File: src/rtl/blkavg_pkg.sv
package blkavg_pkg;

  // Scaling method chosen at elaboration time
  typedef enum logic {
    SCALE_POW2  = 1'b0,
    SCALE_K1000 = 1'b1
  } scale_mode_e;

  localparam int unsigned K1000_LEN = 1000;

endpackage

File: src/rtl/blkavg_rst_sync.sv
module blkavg_rst_sync (
  input  logic clk,
  input  logic rst_n,
  output logic rst_n_sync
);

  logic [1:0] sync_q;

  always_ff @(posedge clk or negedge rst_n) begin
    if (!rst_n) sync_q <= 2'b00;
    else        sync_q <= {sync_q[0], 1'b1};
  end

  assign rst_n_sync = sync_q[1];

endmodule

File: src/rtl/blkavg_counter.sv
module blkavg_counter #(
  parameter int unsigned BLOCK_LEN = 16,
  localparam int unsigned CNT_W    = $clog2(BLOCK_LEN)
) (
  input  logic clk,
  input  logic rst_n,
  input  logic restart,
  input  logic accept,
  output logic first,
  output logic last
);

  localparam logic [CNT_W-1:0] TERM = CNT_W'(BLOCK_LEN - 1);

  logic [CNT_W-1:0] cnt_q;
  logic [CNT_W-1:0] cnt_d;

  assign first = (cnt_q == '0);
  assign last  = (cnt_q == TERM);

  always_comb begin
    cnt_d = cnt_q;
    if (restart) begin
      cnt_d = '0;
    end else if (accept) begin
      if (last) cnt_d = '0;
      else      cnt_d = cnt_q + 1'b1;
    end
  end

  always_ff @(posedge clk or negedge rst_n) begin
    if (!rst_n) cnt_q <= '0;
    else        cnt_q <= cnt_d;
  end


  restart_clear_chk: assert property (@(posedge clk) disable iff (!rst_n)
    restart |=> (cnt_q == '0));


  idle_hold_chk: assert property (@(posedge clk) disable iff (!rst_n)
    (!restart && !accept) |=> $stable(cnt_q));


  cnt_range_chk: assert property (@(posedge clk) disable iff (!rst_n)
    cnt_q <= TERM);

endmodule

File: src/rtl/blkavg_accum.sv
module blkavg_accum #(
  parameter int unsigned SAMPLE_W = 14,
  parameter int unsigned ACC_W    = 24
) (
  input  logic                       clk,
  input  logic                       rst_n,
  input  logic                       accept,
  input  logic                       first,
  input  logic signed [SAMPLE_W-1:0] sample,
  output logic signed [ACC_W-1:0]    total
);

  localparam int unsigned EXT_W = ACC_W - SAMPLE_W;

  logic signed [ACC_W-1:0] ext;
  logic signed [ACC_W-1:0] acc_q;
  logic signed [ACC_W-1:0] acc_d;

  // Replicate the sample sign into the upper accumulator bits
  assign ext = {{EXT_W{sample[SAMPLE_W-1]}}, sample};

  // Total including the sample on the inputs; a new block reloads
  assign total = first ? ext : (acc_q + ext);

  always_comb begin
    acc_d = acc_q;
    if (accept) acc_d = total;
  end

  always_ff @(posedge clk or negedge rst_n) begin
    if (!rst_n) acc_q <= '0;
    else        acc_q <= acc_d;
  end


  acc_hold_chk: assert property (@(posedge clk) disable iff (!rst_n)
    !accept |=> $stable(acc_q));


  sign_ext_chk: assert property (@(posedge clk) disable iff (!rst_n)
    (accept && first) |=> (acc_q[ACC_W-1] == $past(sample[SAMPLE_W-1])));

endmodule

File: src/rtl/blkavg_scale.sv
module blkavg_scale
  import blkavg_pkg::*;
#(
  parameter int unsigned ACC_W    = 24,
  parameter scale_mode_e MODE     = SCALE_POW2,
  parameter int unsigned LOG2N    = 4,
  parameter bit          ROUND_EN = 1'b1
) (
  input  logic signed [ACC_W-1:0] total,
  output logic signed [ACC_W-1:0] avg
);

  generate
    if (MODE == SCALE_K1000) begin : g_k1000
      // total/1024 * (1 + 1/64 + 1/128) with two adders
      logic signed [ACC_W-1:0] sh10;
      logic signed [ACC_W-1:0] sh16;
      logic signed [ACC_W-1:0] sh17;
      assign sh10 = total >>> 10;
      assign sh16 = total >>> 16;
      assign sh17 = total >>> 17;
      assign avg  = sh10 + sh16 + sh17;
    end else if (ROUND_EN) begin : g_round
      localparam logic [ACC_W:0] HALF = {{ACC_W{1'b0}}, 1'b1} << (LOG2N - 1);
      logic        [ACC_W:0] biased;
      logic signed [ACC_W:0] shifted;
      assign biased  = {total[ACC_W-1], total} + HALF;
      assign shifted = $signed(biased) >>> LOG2N;
      assign avg     = ACC_W'(shifted);
    end else begin : g_trunc
      assign avg = total >>> LOG2N;
    end
  endgenerate

endmodule

File: src/rtl/block_averager.sv
module block_averager
  import blkavg_pkg::*;
#(
  parameter int unsigned SAMPLE_W = 14,
  parameter int unsigned ACC_W    = 24,
  parameter scale_mode_e MODE     = SCALE_POW2,
  parameter int unsigned LOG2N    = 4,
  parameter bit          ROUND_EN = 1'b1
) (
  input  logic                clk,
  input  logic                rst_n,
  input  logic                restart_i,
  input  logic                in_valid,
  input  logic [SAMPLE_W-1:0] in_sample,
  output logic                out_valid,
  output logic [ACC_W-1:0]    avg_out
);

  localparam int unsigned BLOCK_LEN =
    (MODE == SCALE_K1000) ? K1000_LEN : (32'd1 << LOG2N);

  logic                    rst_n_sync;
  logic                    accept;
  logic                    first;
  logic                    last;
  logic signed [ACC_W-1:0] total;
  logic signed [ACC_W-1:0] scaled;
  logic                    done;
  logic                    valid_q;
  logic                    valid_d;
  logic [ACC_W-1:0]        avg_q;
  logic [ACC_W-1:0]        avg_d;

  blkavg_rst_sync u_rst_sync (
    .clk        (clk),
    .rst_n      (rst_n),
    .rst_n_sync (rst_n_sync)
  );

  // Restart wins over a coincident sample
  assign accept = in_valid && !restart_i;

  blkavg_counter #(
    .BLOCK_LEN (BLOCK_LEN)
  ) u_counter (
    .clk     (clk),
    .rst_n   (rst_n_sync),
    .restart (restart_i),
    .accept  (accept),
    .first   (first),
    .last    (last)
  );

  blkavg_accum #(
    .SAMPLE_W (SAMPLE_W),
    .ACC_W    (ACC_W)
  ) u_accum (
    .clk    (clk),
    .rst_n  (rst_n_sync),
    .accept (accept),
    .first  (first),
    .sample ($signed(in_sample)),
    .total  (total)
  );

  blkavg_scale #(
    .ACC_W    (ACC_W),
    .MODE     (MODE),
    .LOG2N    (LOG2N),
    .ROUND_EN (ROUND_EN)
  ) u_scale (
    .total (total),
    .avg   (scaled)
  );

  assign done = accept && last;

  always_comb begin
    valid_d = done;
    avg_d   = avg_q;
    if (done) avg_d = scaled;
  end

  always_ff @(posedge clk or negedge rst_n_sync) begin
    if (!rst_n_sync) begin
      valid_q <= 1'b0;
      avg_q   <= '0;
    end else begin
      valid_q <= valid_d;
      avg_q   <= avg_d;
    end
  end

  assign out_valid = valid_q;
  assign avg_out   = avg_q;


  single_pulse_chk: assert property (@(posedge clk) disable iff (!rst_n_sync)
    out_valid |=> !out_valid);


  avg_hold_chk: assert property (@(posedge clk) disable iff (!rst_n_sync)
    !out_valid |-> $stable(avg_out));


  pulse_source_chk: assert property (@(posedge clk) disable iff (!rst_n_sync)
    out_valid |-> ($past(in_valid) && !$past(restart_i)));


  no_result_on_restart_chk: assert property (@(posedge clk) disable iff (!rst_n_sync)
    restart_i |=> !out_valid);

endmodule

File: config.mk
export PLATFORM = sky130hd
export DESIGN_NAME = block_averager
export DESIGN_NICKNAME = d
export VERILOG_FILES = /design/src/rtl/blkavg_pkg.sv /design/src/rtl/blkavg_rst_sync.sv /design/src/rtl/blkavg_counter.sv /design/src/rtl/blkavg_accum.sv /design/src/rtl/blkavg_scale.sv /design/src/rtl/block_averager.sv
export SDC_FILE = /design/constraint.sdc
export NUM_CORES = 1
export LEC_CHECK = 0
export BUFFER_PORTS_ARGS = -buffer_cell sky130_fd_sc_hd__buf_2
export CAP_MARGIN = 20
export CORE_AREA = 2 2 113 137
export CTS_CLUSTER_SIZE = 10
export DETAILED_ROUTE_END_ITERATION = 6
export DIE_AREA = 0 0 115 139
export PLACE_DENSITY_LB_ADDON = 0.25
export SYNTH_ARGS = -nofsm -noshare
export SYNTH_HDL_FRONTEND = slang
export SYNTH_HIERARCHICAL = 1
export SYNTH_SLANG_ARGS = --single-unit
File: constraint.sdc
create_clock -name clk -period 2.2 [get_ports clk]
set_clock_uncertainty 0.05 [all_clocks]
set_input_delay 0.44 -clock clk [delete_from_list [all_inputs] [get_ports clk]]
set_output_delay 0.44 -clock clk [all_outputs]
set_load 0.01 [all_outputs]
==> impl_metrics.tcl <==
set metrics [dict create \
    maxSlewViolCount 0 \
    ys_types 66 \
    die_area_sq_um 15990 \
    max_cap_viol_count 0 \
    setup_violations 39 \
    postLayoutSetupSlackWorst_ns -0.8954 \
    critPathArrivalTime_ns 3.24 \
    post-route-util_pct 45.81 \
    async_reset_ff_share_pct 100.0 \
    rsz0062_at_grt "yes" \
    routed_wl_um 13090 \
    r2r_slack_ns -0.90 \
    num-fill-cells 1420 \
    ir_drop_mv 0.3963 \
    yosys_register_bits 55 \
    p_sw_share_pct 38.38 \
    path_max_fanout 4 \
    die_w_um 115 \
    grt_pass1_wl_um 20910 \
    post_dp_cell_area_sq_um 5894 \
    io_pins 43 \
    syn_area_sq_um 4302 \
    vias 4020 \
    crit_end "avg_out[12]$_DFFE_PN0P_" \
    fin_hold_ws_ns 0.2536 \
    htree_levels 2 \
    leakage_uw 0.003193 \
    crit_start "u_accum/acc_q[0]$_DFFE_PN0P_" \
    num_rows 49 \
    final_area_sq_um 6740 \
    worst_skew_pair.late_latency_ns 0.30 \
    place_hpwl_um 9935 \
    critical_path_class "register to register" \
    root_buffer "clkbuf_16" \
    diodes 0 \
    hold_path.class "register to async pin" \
    core_area_sq_um 14710 \
    gp_congestion 0.8713 \
    cts_made_buffers 5 \
    tightest_slew_ns 0.6555 \
    synth.top_cells.by_count "dfrtp_1, nand2_1, nor2_1" \
    cts_tree "yes" \
    clkTransAtPathRegs_ns 0.08 \
    syn-num-nets 509 \
    wl_per_cell_um 16.18 \
    die_h_um 139 \
    p_switching_uw 1945 \
    synth.yosys.seq_area_share_pct 32.00 \
    min_period_over_period_pct 140.7 \
    synth_top_flop_cell "dfrtp_1" \
    r2r_end "avg_out[12]$_DFFE_PN0P_" \
    end_kind "register" \
    first_iter_violations 115 \
    drtAntennaViolNets 0 \
    synth-edff-count 0 \
    grt_pass1_vias 4236 \
    power.total_uw 5067 \
    grt_antenna_before_repair 0 \
    viasPerCell 4.969 \
    relSlewSlack_pct 56.30 \
    grt_max_degree 38 \
    p_clk_share_pct 17.0 \
    synth_area_leaders "dfrtp_1, ha_1, mux2_4, mux2_2, xnor2_1" \
    synth_top_area_share_pct 32.00 \
    yosys.cell_count.top_type "dfrtp_1" \
    avgSynthCellArea_sq_um 9.271 \
    combPwrFrac_pct 58.6 \
    groute.usage.overall_pct 16.36 \
    outcome "complete, but fails checks" \
    failed_checks "negative setup slack" \
    postSynthCellCount 464 \
    dr.pass1.iters 4 \
    r2r-start "u_accum/acc_q[0]$_DFFE_PN0P_" \
    drc_errors 0 \
    min_period_ns 3.095 \
    nNetsFinal 675 \
    post-place-ws_ns -1.271 \
    ys_warn_count 6 \
    drive_above_1_share_pct 54.52 \
    clockBufferDepth 2 \
    io_buffers 42 \
    internal_power_uw 3122 \
    reg2regPathDepth 15 \
    cp-start-kind "register" \
    area_delta_synth_final_pct 56.69 \
    overflow 0 \
    initial_core_util_pct 29.23 \
    clock-sinks 55 \
    required_ns 2.34 \
    hold_viol_final 0 \
    max_freq_mhz 323.1 \
    p_per_area_nw_per_um2 751.7 \
    yosys.area.top_type "dfrtp_1" \
    seqPwrFrac_pct 24.4 \
]
-- timing repair --
action,4_1_cts,5_1_grt
resized for setup,45,58
endpoints found under the setup margin,40,43
hold buffers,1,0
setup buffers,9,15
endpoints found under the hold margin,2,0
pin swaps,34,39
gates cloned,0,0
-- critical path, cell delays in order, from the launching register on --
cell and delay [ns]:
dfrtp_1 0.41, ha_4 0.17, buf_6 0.11, a21oi_4 0.15, nand4b_1 0.17, buf_4 0.15
nand2_4 0.05, a21o_1 0.17, a21oi_2 0.19, xor2_2 0.11, o21ai_2 0.20, nand4_4 0.17
nor3_4 0.31, nand3_1 0.14, xnor2_1 0.15, mux2_4 0.26
-- cell families (layout without fill, tap and decap cells) --
logic type	Yosys count	count (layout)	synth area share (%)
simple gates	154	154	18.88
compound gates	104	104	15.71
flops	55	55	32.00
mux	43	43	12.77
buf+inv	43	210	5.003
xor+xnor	37	37	7.533
fa+ha+maj	27	27	8.028
other cells	1	1	0.08718
-- worst min-delay path by stage --
| stage | start | endpoint | slack [ns] | depth (start not counted) |
|---|---|---|---|---|
| 6_report | u_rst_sync/sync_q[1]$_DFF_PN0_ | u_counter/cnt_q[0]$_DFFE_PN0P_ | 0.25 | 0 |
| 5_1_grt | u_rst_sync/sync_q[1]$_DFF_PN0_ | avg_out[8]$_DFFE_PN0P_ | 0.31 | 0 |
| 4_1_cts | u_rst_sync/sync_q[1]$_DFF_PN0_ | u_counter/cnt_q[0]$_DFFE_PN0P_ | 0.28 | 0 |
| 3_5_place_dp | rst_n | u_rst_sync/sync_q[0]$_DFF_PN0_ | 0.18 | 1 |
| 3_3_place_gp | rst_n | u_rst_sync/sync_q[0]$_DFF_PN0_ | 0.18 | 1 |
| 2_1_floorplan | rst_n | u_rst_sync/sync_q[0]$_DFF_PN0_ | 0.09 | 0 |
-- cells in the final DEF (no fill, tap or decap), types with 4 or more instances in the layout --
cell type and count:
buf_4 120, dfrtp_1 54, buf_2 42, nand2_1 40, mux2_4 25, nor2_1 21, buf_6 17, ha_4 17
a21oi_1 16, inv_1 15, xnor2_1 15, mux2_2 13, o21ai_2 13, nand4_1 13, xor2_1 12, a21o_1 10
nand3_1 10, o21ai_0 9, xnor2_2 7, nor2_4 7, a21oi_2 6, o21ai_1 6, nand2_2 6, a31oi_1 6
ha_1 6, clkbuf_16 5, o21a_1 5, and3_1 5, nor2b_1 5, mux2i_1 5, nand2b_1 5, nand3_4 5
buf_12 4, a21oi_4 4
-- through the flow --
| step | setup TNS [ns] | cells |
|---|---|---|
| floorplan | -12.17 | 464 |
| global placement | -27.16 | 781 |
| detailed placement | -28.45 | 781 |
| CTS | -17.85 | 797 |
| global route | -24.65 | 809 |
| finish | -19.75 | 809 |
-- power by group through the flow --
| stage | combinational (uW) | sequential (uW) | clock [uW] |
|---|---|---|---|
| 3_5_place_dp | 2380 | 1240 | 0 |
| 2_1_floorplan | 1500 | 1210 | 0 |
| 4_1_cts | 2610 | 1230 | 907 |
| 5_1_grt | 3220 | 1250 | 943 |
| 3_3_place_gp | 2360 | 1240 | 0 |
| 6_report | 2970 | 1230 | 862 |
-- sequential cells by signal, summed over array words and instances, names as in the netlist --
name and flops:
u_rst_sync/sync_q 2, u_accum/acc_q 24, avg_out 24, out_valid 1
u_counter/cnt_q 4
-- cell type report --
cell class / instances / area, sq um / share of cell area [%]
Sequential cell: 55 / 1378 / 20.44
Clock buffer: 5 / 125.1 / 1.856
Clock inverter: 3 / 27.53 / 0.4084
Inverter: 18 / 70.07 / 1.040
Multi-Input combinational cell: 366 / 3525 / 52.29
Tap cell: 178 / 222.7 / 3.304
Timing Repair Buffer: 184 / 1393 / 20.66
-- routing by layer --
metal	up-vias	part of all wire, %	track usage, %
met1	1967	41	18.56
met3	18	1.7	1.748
met2	45	55	31.21
met4	0	2.5	5.327
met5	-	0	0
li1	1990	-	-
Note: power is estimated with default switching activity, not from simulation.
